`src/rtl/i2c_wb_pkg.sv`:
```
package i2c_wb_pkg;

  // serial protocol phases
  typedef enum logic [2:0] {
    P_IDLE,
    P_ADDR,
    P_WRITE,
    P_READ,
    P_WAIT
  } protoSt_t;

  // bus cycle sequencing
  typedef enum logic [2:0] {
    C_IDLE,
    C_WT0,
    C_ADDR,
    C_WDATA,
    C_RDATA,
    C_MVDT
  } cycSt_t;

  // strobes from control to datapath
  typedef struct packed {
    logic loadAddr;
    logic incAddr;
    logic rdReq;
    logic wrReq;
    logic drvAck;
    logic drvData;
  } ctlStrb_t;

  // events from datapath to control
  typedef struct packed {
    logic sclRise;
    logic sclFall;
    logic startDet;
    logic stopDet;
    logic sdaBit;
    logic wbDone;
  } busEv_t;

endpackage

```
`src/rtl/i2c_wb_sync.sv`:
```
module i2c_wb_sync #(
  parameter int  STAGES  = 2,
  parameter bit  RST_VAL = 1'b1
) (
  input  logic clk,
  input  logic rstN,
  input  logic din,
  output logic dout
);

  logic [STAGES-1:0] stage;

  always_ff @(posedge clk) begin
    if (!rstN) stage[0] <= RST_VAL;
    else       stage[0] <= din;
  end

  for (genvar g = 1; g < STAGES; g++) begin : gStage
    always_ff @(posedge clk) begin
      if (!rstN) stage[g] <= RST_VAL;
      else       stage[g] <= stage[g-1];
    end
  end

  assign dout = stage[STAGES-1];

endmodule

```
`src/rtl/i2c_wb_dpath.sv`:
```
module i2c_wb_dpath
  import i2c_wb_pkg::*;
#(
  parameter  int ADDR_W      = 8,
  parameter  int DATA_W      = 8,
  parameter  int SYNC_STAGES = 2,
  localparam int CNT_W       = $clog2(DATA_W + 1)
) (
  input  logic              clk,
  input  logic              rstN,
  input  logic              sclIn,
  input  logic              sdaIn,
  input  ctlStrb_t          strb,
  output busEv_t            ev,
  output logic [DATA_W-1:0] rxByte,
  output logic [CNT_W-1:0]  bitCnt,
  output logic              sdaOut,
  output logic              sdaOe,
  output logic [ADDR_W-1:0] wbAdr,
  output logic [DATA_W-1:0] wbDatO,
  input  logic [DATA_W-1:0] wbDatI,
  output logic              wbWe,
  output logic              wbStb,
  output logic              wbSel,
  output logic              wbCyc,
  input  logic              wbAck
);

  localparam logic [CNT_W-1:0] FULL_CNT = CNT_W'(DATA_W);

  logic sclS, sdaS, sclPrev, sdaPrev;
  logic [DATA_W-1:0] rxSh, txByte, txShifted;
  logic [CNT_W-1:0]  cnt;
  logic [ADDR_W-1:0] adrR;
  logic [DATA_W-1:0] datR;
  logic cycR, weR, doneR, oeR, outR;
  logic sclRise, sclFall, startDet, stopDet;

  i2c_wb_sync #(.STAGES(SYNC_STAGES), .RST_VAL(1'b1)) sclSync_i (
    .clk(clk), .rstN(rstN), .din(sclIn), .dout(sclS)
  );
  i2c_wb_sync #(.STAGES(SYNC_STAGES), .RST_VAL(1'b1)) sdaSync_i (
    .clk(clk), .rstN(rstN), .din(sdaIn), .dout(sdaS)
  );

  always_ff @(posedge clk) begin
    if (!rstN) begin
      sclPrev <= 1'b1;
      sdaPrev <= 1'b1;
    end else begin
      sclPrev <= sclS;
      sdaPrev <= sdaS;
    end
  end

  assign sclRise  = sclS & ~sclPrev;
  assign sclFall  = ~sclS & sclPrev;
  assign startDet = sclS & sclPrev & sdaPrev & ~sdaS;
  assign stopDet  = sclS & sclPrev & ~sdaPrev & sdaS;

  // bit counter and receive shift register
  always_ff @(posedge clk) begin
    if (!rstN) begin
      cnt  <= '0;
      rxSh <= '0;
    end else if (startDet || stopDet) begin
      cnt <= '0;
    end else if (sclRise) begin
      if (cnt == FULL_CNT) begin
        cnt <= '0;
      end else begin
        cnt  <= cnt + 1'b1;
        rxSh <= {rxSh[DATA_W-2:0], sdaS};
      end
    end
  end

  // register pointer
  always_ff @(posedge clk) begin
    if (!rstN)              adrR <= '0;
    else if (strb.loadAddr) adrR <= ADDR_W'(rxSh);
    else if (strb.incAddr)  adrR <= adrR + 1'b1;
  end

  // bus cycle engine
  always_ff @(posedge clk) begin
    if (!rstN) begin
      cycR   <= 1'b0;
      weR    <= 1'b0;
      datR   <= '0;
      doneR  <= 1'b0;
      txByte <= '0;
    end else begin
      doneR <= 1'b0;
      if (cycR) begin
        if (wbAck) begin
          cycR  <= 1'b0;
          doneR <= 1'b1;
          if (!weR) txByte <= wbDatI;
        end
      end else if (strb.rdReq) begin
        cycR <= 1'b1;
        weR  <= 1'b0;
      end else if (strb.wrReq) begin
        cycR <= 1'b1;
        weR  <= 1'b1;
        datR <= rxSh;
      end
    end
  end

  // serial output, updated on SCL low only
  assign txShifted = txByte << cnt;

  always_ff @(posedge clk) begin
    if (!rstN) begin
      oeR  <= 1'b0;
      outR <= 1'b1;
    end else if (startDet || stopDet) begin
      oeR  <= 1'b0;
      outR <= 1'b1;
    end else if (sclFall) begin
      if (strb.drvAck) begin
        oeR  <= 1'b1;
        outR <= 1'b0;
      end else if (strb.drvData) begin
        oeR  <= 1'b1;
        outR <= txShifted[DATA_W-1];
      end else begin
        oeR  <= 1'b0;
        outR <= 1'b1;
      end
    end
  end

  assign ev.sclRise  = sclRise;
  assign ev.sclFall  = sclFall;
  assign ev.startDet = startDet;
  assign ev.stopDet  = stopDet;
  assign ev.sdaBit   = sdaS;
  assign ev.wbDone   = doneR;

  assign rxByte = rxSh;
  assign bitCnt = cnt;
  assign sdaOut = outR;
  assign sdaOe  = oeR;
  assign wbAdr  = adrR;
  assign wbDatO = datR;
  assign wbWe   = weR;
  assign wbCyc  = cycR;
  assign wbStb  = cycR;
  assign wbSel  = cycR;

endmodule

```
`src/rtl/i2c_wb_ctrl.sv`:
```
module i2c_wb_ctrl
  import i2c_wb_pkg::*;
#(
  parameter  int DATA_W = 8,
  parameter  int SA_W   = 7,
  localparam int CNT_W  = $clog2(DATA_W + 1)
) (
  input  logic              clk,
  input  logic              rstN,
  input  busEv_t            ev,
  input  logic [DATA_W-1:0] rxByte,
  input  logic [CNT_W-1:0]  bitCnt,
  input  logic [SA_W-1:0]   myAddr,
  output ctlStrb_t          strb
);

  localparam logic [CNT_W-1:0] FULL_CNT = CNT_W'(DATA_W);
  localparam logic [CNT_W-1:0] LAST_CNT = CNT_W'(DATA_W - 1);

  protoSt_t protoSt;
  cycSt_t   cycSt, cycNext;
  logic     firstByte, rdPend;
  logic     byteFull, ackClk, lastBitRise, addrHit, rwBit;
  logic     toWdata, takeFirst, goRead;

  assign byteFull    = (bitCnt == FULL_CNT);
  assign ackClk      = ev.sclRise & byteFull;
  assign lastBitRise = ev.sclRise & (bitCnt == LAST_CNT);
  assign addrHit     = (rxByte[DATA_W-1 -: SA_W] == myAddr);
  assign rwBit       = rxByte[0];

  // protocol phase machine
  always_ff @(posedge clk) begin
    if (!rstN) begin
      protoSt <= P_IDLE;
    end else if (ev.stopDet) begin
      protoSt <= P_IDLE;
    end else if (ev.startDet) begin
      protoSt <= P_ADDR;
    end else begin
      case (protoSt)
        P_ADDR:  if (ackClk) protoSt <= addrHit ? (rwBit ? P_READ : P_WRITE) : P_IDLE;
        P_READ:  if (ackClk && ev.sdaBit) protoSt <= P_WAIT;
        default: protoSt <= protoSt;
      endcase
    end
  end

  // bus cycle machine
  always_comb begin
    strb      = '0;
    cycNext   = cycSt;
    toWdata   = 1'b0;
    takeFirst = 1'b0;
    goRead    = 1'b0;
    strb.drvAck  = byteFull && ((protoSt == P_ADDR && addrHit) || protoSt == P_WRITE);
    strb.drvData = !byteFull && (protoSt == P_READ);
    if (ev.stopDet) begin
      cycNext = C_IDLE;
    end else if (ev.startDet) begin
      cycNext     = C_WT0;
      strb.rdReq  = 1'b1;
    end else begin
      strb.rdReq = rdPend;
      case (cycSt)
        C_WT0, C_ADDR: begin
          if (protoSt == P_ADDR && ackClk) begin
            if (!addrHit)   cycNext = C_IDLE;
            else if (rwBit) cycNext = C_RDATA;
            else begin
              cycNext = C_WDATA;
              toWdata = 1'b1;
            end
          end else if (cycSt == C_WT0 && ev.wbDone) begin
            cycNext = C_ADDR;
          end
        end
        C_WDATA: begin
          if (protoSt == P_WRITE && ackClk) begin
            if (firstByte) begin
              strb.loadAddr = 1'b1;
              takeFirst     = 1'b1;
            end else begin
              strb.wrReq = 1'b1;
              cycNext    = C_MVDT;
            end
          end
        end
        C_MVDT: begin
          if (ev.wbDone) begin
            strb.incAddr = 1'b1;
            cycNext      = C_WDATA;
          end
        end
        C_RDATA: begin
          if (protoSt == P_READ && lastBitRise) begin
            strb.incAddr = 1'b1;
            goRead       = 1'b1;
          end
        end
        default: cycNext = cycSt;
      endcase
    end
  end

  always_ff @(posedge clk) begin
    if (!rstN) begin
      cycSt     <= C_IDLE;
      firstByte <= 1'b0;
      rdPend    <= 1'b0;
    end else begin
      cycSt  <= cycNext;
      rdPend <= goRead;
      if (toWdata)        firstByte <= 1'b1;
      else if (takeFirst) firstByte <= 1'b0;
    end
  end

endmodule

```
`src/rtl/i2c_wb_bridge.sv`:
```
module i2c_wb_bridge
  import i2c_wb_pkg::*;
#(
  parameter int ADDR_W      = 8,
  parameter int DATA_W      = 8,
  parameter int SA_W        = 7,
  parameter int SYNC_STAGES = 2
) (
  input  logic              clk,
  input  logic              rstN,
  input  logic              sclIn,
  input  logic              sdaIn,
  input  logic [SA_W-1:0]   myAddr,
  output logic              sdaOut,
  output logic              sdaOe,
  output logic [ADDR_W-1:0] wbAdr,
  output logic [DATA_W-1:0] wbDatO,
  input  logic [DATA_W-1:0] wbDatI,
  output logic              wbWe,
  output logic              wbStb,
  output logic              wbSel,
  output logic              wbCyc,
  input  logic              wbAck
);

  localparam int CNT_W = $clog2(DATA_W + 1);

  busEv_t            evBus;
  ctlStrb_t          strbBus;
  logic [DATA_W-1:0] rxByte;
  logic [CNT_W-1:0]  bitCnt;

  i2c_wb_dpath #(
    .ADDR_W(ADDR_W), .DATA_W(DATA_W), .SYNC_STAGES(SYNC_STAGES)
  ) dpath_i (
    .clk(clk), .rstN(rstN), .sclIn(sclIn), .sdaIn(sdaIn),
    .strb(strbBus), .ev(evBus), .rxByte(rxByte), .bitCnt(bitCnt),
    .sdaOut(sdaOut), .sdaOe(sdaOe),
    .wbAdr(wbAdr), .wbDatO(wbDatO), .wbDatI(wbDatI), .wbWe(wbWe),
    .wbStb(wbStb), .wbSel(wbSel), .wbCyc(wbCyc), .wbAck(wbAck)
  );

  i2c_wb_ctrl #(
    .DATA_W(DATA_W), .SA_W(SA_W)
  ) ctrl_i (
    .clk(clk), .rstN(rstN), .ev(evBus), .rxByte(rxByte),
    .bitCnt(bitCnt), .myAddr(myAddr), .strb(strbBus)
  );

endmodule

```
`config.mk`:
```
export PLATFORM = sky130hd
export DESIGN_NAME = i2c_wb_bridge
export DESIGN_NICKNAME = d
export VERILOG_FILES = /design/src/rtl/i2c_wb_pkg.sv /design/src/rtl/i2c_wb_sync.sv /design/src/rtl/i2c_wb_dpath.sv /design/src/rtl/i2c_wb_ctrl.sv /design/src/rtl/i2c_wb_bridge.sv
export SDC_FILE = /design/constraint.sdc
export NUM_CORES = 1
export LEC_CHECK = 0
export ABC_AREA = 1
export ABC_CLOCK_PERIOD_IN_PS = 4980
export CAP_MARGIN = 10
export CORE_ASPECT_RATIO = 1.1
export CORE_MARGIN = 2
export CORE_UTILIZATION = 55
export DETAILED_ROUTE_END_ITERATION = 7
export DONT_BUFFER_PORTS = 1
export PLACE_DENSITY = 0.76
export SLEW_MARGIN = 20
export SYNTH_ARGS = -nofsm -noshare
export SYNTH_HDL_FRONTEND = slang
export SYNTH_SLANG_ARGS = --single-unit
```
`constraint.sdc`:
```
create_clock -name clk -period 4.98 [get_ports clk]
set_clock_uncertainty 0.1 [all_clocks]
set_input_delay 0.747 -clock clk [delete_from_list [all_inputs] [get_ports clk]]
set_output_delay 0.747 -clock clk [all_outputs]
set_load 0.01 [all_outputs]
```
* Word level (Yosys, flattened, before mapping) *
Cells that the tools add are included.
Widths: inputs -> output; s select.

storage, ports and cells
  register bits after elaboration = 55
  input port bits = 20
  output and inout port bits = 22
  logic and storage cells = 152

cells by class
  add/sub/neg operators = 2
  equal/unequal tests = 23
  shift operators = 1
  multiplexer cells = 52
  bitwise logic cells = 20
  reductions and logical operators = 32

operators with widths
  kind                 number
  $mux 1               34
  $mux 3               10
  $mux 8               2
  $reduce_and 3->1     5
  $eq 3x2->1 const B   4
  $not 1->1            11
  $reduce_and 5->1     2
  $and 1x1->1          9
  $ne 3x2->1 const B   3
  $pmux 3 s3           1
  $add 8x1->8 const B  1
  $logic_and 1x1->1    8
  $mux 4               2
  $reduce_bool 2->1    4
  $shl 8x4->8          1
  $eq 7x7->1           1
  $eq 3x1->1 const B   2
  $eq 3x3->1 const B   2
  $ne 2x1->1 const B   3
  $ne 3x3->1 const B   2
  $pmux 3 s2           1
  $reduce_bool 3->1    2
  $reduce_or 2->1      3
  $add 4x1->4 const B  1
  13 further kinds     16

* Depth between registers and ports, before layout *
  depth in word-level cells = 11
  depth in mapped cells = 12
  mapped depth without buffers = 11

* Hierarchy *
A second synthesis with hierarchy kept.

second synthesis, totals
  cells, all modules = 414
  area, all modules = 2866.5 um2

by module, submodules not included
  module        times used  cells an instance  area each (um2)  seq. area each (um2)
  i2c_wb_dpath  1           265                1988.2           860.8
  i2c_wb_ctrl   1           137                768.2            160.2
  i2c_wb_sync   2           6                  55.1             40.0

* Worst setup path after synthesis *
No wires, ideal clock.

  path kind = input to register
  start point = input port rstN
  end point = register dpath_i.sclPrev
  data arrival time = 1573 ps
  path slack = 3184 ps
  cell stages on the path = 4
  path buffers = 2
  cells stage by stage = clkbuf_1 inv_1 clkbuf_1 or2_2

RTL lines
  item                  RTL line             text
  start, declared       i2c_wb_bridge.sv:10  input logic rstN,
  end signal, assigned  i2c_wb_dpath.sv:51   sclPrev <= sclS;
  end, declared         i2c_wb_dpath.sv:31   logic sclS, sdaS, sclPrev, sdaPrev;

No word-level cell between the ends.

* Worst setup path after layout *
  start point = register dpath_i.cnt[0], in the netlist dpath_i.bitCnt[0]
  end point = register dpath_i.rxSh[3], in the netlist dpath_i.rxByte[3]

on the way
  cells in the longest elaborated chain, start to end = 3

RTL lines
  item                        RTL line            text
  start, declared             i2c_wb_dpath.sv:33  logic [CNT_W-1:0] cnt;
  start signal, assigned      i2c_wb_dpath.sv:72  cnt <= cnt + 1'b1;
  $eq 4x4->1                  i2c_wb_dpath.sv:69  if (cnt == FULL_CNT) begin
  $not 1->1 (no line)         --
  $reduce_and 3->1 (no line)  --
  end signal, assigned        i2c_wb_dpath.sv:73  rxSh <= {rxSh[DATA_W-2:0], sdaS};
  end, declared               i2c_wb_dpath.sv:32  logic [DATA_W-1:0] rxSh, txByte, txShifted;

No other way between the ends.
A chain may end at the register's enable or synchronous reset.

==> metrics.txt <==
status=completed; Synth area leader=dfxtp_1; Die Y=approximately 80 um; layout cells sized above 1=11.14%; Final setup viols=0; crit path kind=flop to flop; Core ar.=4717 um2; Final Max Slew Viols=0; hold buffers post-CTS=0; Post-CTS Setup Bufs=0; xor/xnor share of the synthesized area=roughly 2.9%; Worst Path Required=5.09 ns; worst path arrival time=2.35 ns; Synth Area in Simple Gates=35.51%; most used cell, CP=inv_1; mux contribution to synthesized area=0%; total number of vias=approximately 2400; final hold violation count=0; IO Count=42; Highest Clock Rate=0.4475 GHz; Horiz. Die Dim=71.27 um; Hold Path Class=flop to flop; Port Buf Inserts=0; post-synth cell types=33; synthesis-to-finish area growth=4.068%; initial antenna violation count=0; WL/cell=between 10 and 15 um; final std cells w/o fill=442; nets=408; routability cong.=0.8181; DRT Pass-1 Iters=4; grt total ovfl=0; top-area cell type share of the netlist area=40.22%; total wire length=5613 um; Slew HR=about two fifths; Worst-path clk slew=0.10 ns; top post-synthesis cells by count=101 x nand2_1, 55 x dfxtp_1, 51 x nor2_1; Fin Setup TNS=0 ns; post-synthesis sequential area ratio=~40%; endpoint type of the worst setup path=flop; Avg Cell Area, Syn=a little over 7 um2; flops & latches, synth=55; largest net degree at the start of global routing=27; Via density=around 5.4; CTS HTree Levels=2; hold depth=1; yosys synthesis warning count=0; startpoint types=flop; RSZ-0062 raised after global routing=false; crit path max-delay cell type=nor2_1; mapped cell area=~2700 um2; Max rail drop VDD=151.1 uV; Reg2Reg Depth=8; total track usage=21.40%; critical-path cell list=inv_1 -> ha_1 -> nand3_4 -> inv_1 -> nor2_1 -> inv_1 -> o21ai_0 -> a21oi_1; Core Rows=26; min Tclk post-route=2.235 ns; TritonCTS Buffers=5; Critical Path Fanout Max=15; Root Buffer=clkbuf_8; dpl hpwl=4187 um; Skew-Pair Late Insertion Delay=0.31 ns; most used standard cell by instance count after synthesis=nand2_1; final worst-path cycle share=between 40% and 50%; DP Cell Count=434; first-pass GRT wire length=9715 um; largest cells by area after synthesis=dfxtp_1 40%, nand2_1 14%, nor2_1 7.0%; post-synthesis cell count=386; cell leakage power=1.211 nW; syn_nets=409; initial DRC count=177; die area=5559 um2; post-CTS resize count=0; number of remaining DRC errors=0; reg2reg start=dpath_i.bitCnt[0]$_SDFFE_PP0N_; DRT antenna net count=0; CTS tree=yes; Post-Synth Adder-Cell Area=around 1.4%; CP max stage delay=0.60 ns; RR Endpoint=dpath_i.rxByte[3]$_SDFFE_PN0P_; HP Start=dpath_i.sdaSync_i.stage[0]$_SDFF_PN1_; Antenna Cells=0; worst slew pin tran=0.9134 ns; maxcap violations=0; final instance area=2849 um2; pwr dens=263.6 nW/um2; Hold Path End=dpath_i.sdaSync_i.dout$_SDFF_PN1_; Final WS setup=2.745 ns; number of flops mapped to enable cells by yosys=0; Num Clock Sinks=55; FFs w/ async S/R, synth=0%; Setup WS pre-CTS=2.739 ns; FF-to-FF setup slack=approximately 2.7 ns; vias in the first global route=2256; Clock Path Buffers=2; largest family of logic cells by synthesized area=simple AND/OR/NAND/NOR gates; Cell Area, Placed=2761 um2; Compound-Gate Fraction of Synth Area=12.75%; Starting Density=58.04%; Synth Flop Type=dfxtp_1
==> power by group <==
group | leakage, nW | total, mW | switching (mW) | internal, mW
clock | 0.0483 | 0.246 | 0.147 | 0.0994
sequential | 0.446 | 0.460 | 0.0103 | 0.449
combinational | 0.718 | 0.0451 | 0.0297 | 0.0154
==> layer usage <==
metal,track usage [%],part of all wire (%),up-vias
met2,34.44,47,76
met5,0,0,-
li1,-,-,1242
met1,27.43,45,1082
met4,7.547,1.2,0
met3,5.714,6.5,7
==> worst max path at each step <==
stage / start / endpoint / slack [ns]
floorplan: rstN / dpath_i.sclPrev$_SDFF_PN1_ / 3.18
global placement: dpath_i.bitCnt[0]$_SDFFE_PP0N_ / dpath_i.rxByte[3]$_SDFFE_PN0P_ / 2.83
detailed placement: dpath_i.bitCnt[0]$_SDFFE_PP0N_ / dpath_i.rxByte[3]$_SDFFE_PN0P_ / 2.74
CTS: dpath_i.bitCnt[0]$_SDFFE_PP0N_ / dpath_i.rxByte[3]$_SDFFE_PN0P_ / 2.73
global route: dpath_i.bitCnt[0]$_SDFFE_PP0N_ / dpath_i.rxByte[3]$_SDFFE_PN0P_ / 2.42
finish: dpath_i.bitCnt[0]$_SDFFE_PP0N_ / dpath_i.rxByte[3]$_SDFFE_PN0P_ / 2.75
==> layout make-up <==
| type | instances | area [um2] |
|---|---|---|
| Multi-Input combinational cell | 284 | 1438 |
| Inverter | 39 | 152.6 |
| Sequential cell | 55 | 1101 |
| Clock inverter | 3 | 18.77 |
| Tap cell | 56 | 70.07 |
| Fill cell | 425 | 1868 |
| Clock buffer | 5 | 68.82 |
==> flip-flops by register name, indices dropped and copies added, names as in the netlist, 3 cells and up <==
name and cells:
dpath_i.wbDatO 8, ctrl_i.protoSt 3, dpath_i.bitCnt 4, ctrl_i.cycSt 3
dpath_i.rxByte 8, dpath_i.wbAdr 8, dpath_i.txByte 8
==> logic make-up after synthesis <==
kind of cell | Yosys count
AND/OR/NAND/NOR | 208
AO/OA/AOI/OAI | 64
flip-flops | 55
buffers and inverters | 47
XOR/XNOR | 9
adder cells (fa/ha/maj) | 3
==> through the flow <==
step                      hold slack (ns)  util, %  total power [mW]
after global routing               0.3424    60.40            0.7870
after CTS                          0.3212    60.40            0.7604
final                              0.3206    60.40            0.7511
after detailed placement           0.2972    58.54            0.5150
after floorplan                    0.2925        -            0.5072
after global placement             0.2932    58.54            0.5139
==> layout by cell type (no fill, tap or decap), drive strengths merged <==
cell / instances
inv: 39
nor2: 57
o221ai: 2
ha: 3
o31ai: 1
nor3: 6
nand4: 8
nand3: 25
o21ai: 24
or2: 6
a21oi: 37
clkbuf: 5
xor2: 5
nand2: 106
xnor2: 4
dfxtp: 55
clkinv: 3
==> worst max-delay path: cells and delay by family, from the launching register on <==
kind / cells / cell delay, ns
flops: 1 / 0.47
fa+ha+maj: 1 / 0.25
compound gates: 2 / 0.23
simple gates: 2 / 0.72
buf+inv: 3 / 0.36
Note: power is estimated with default switching activity, not from simulation.
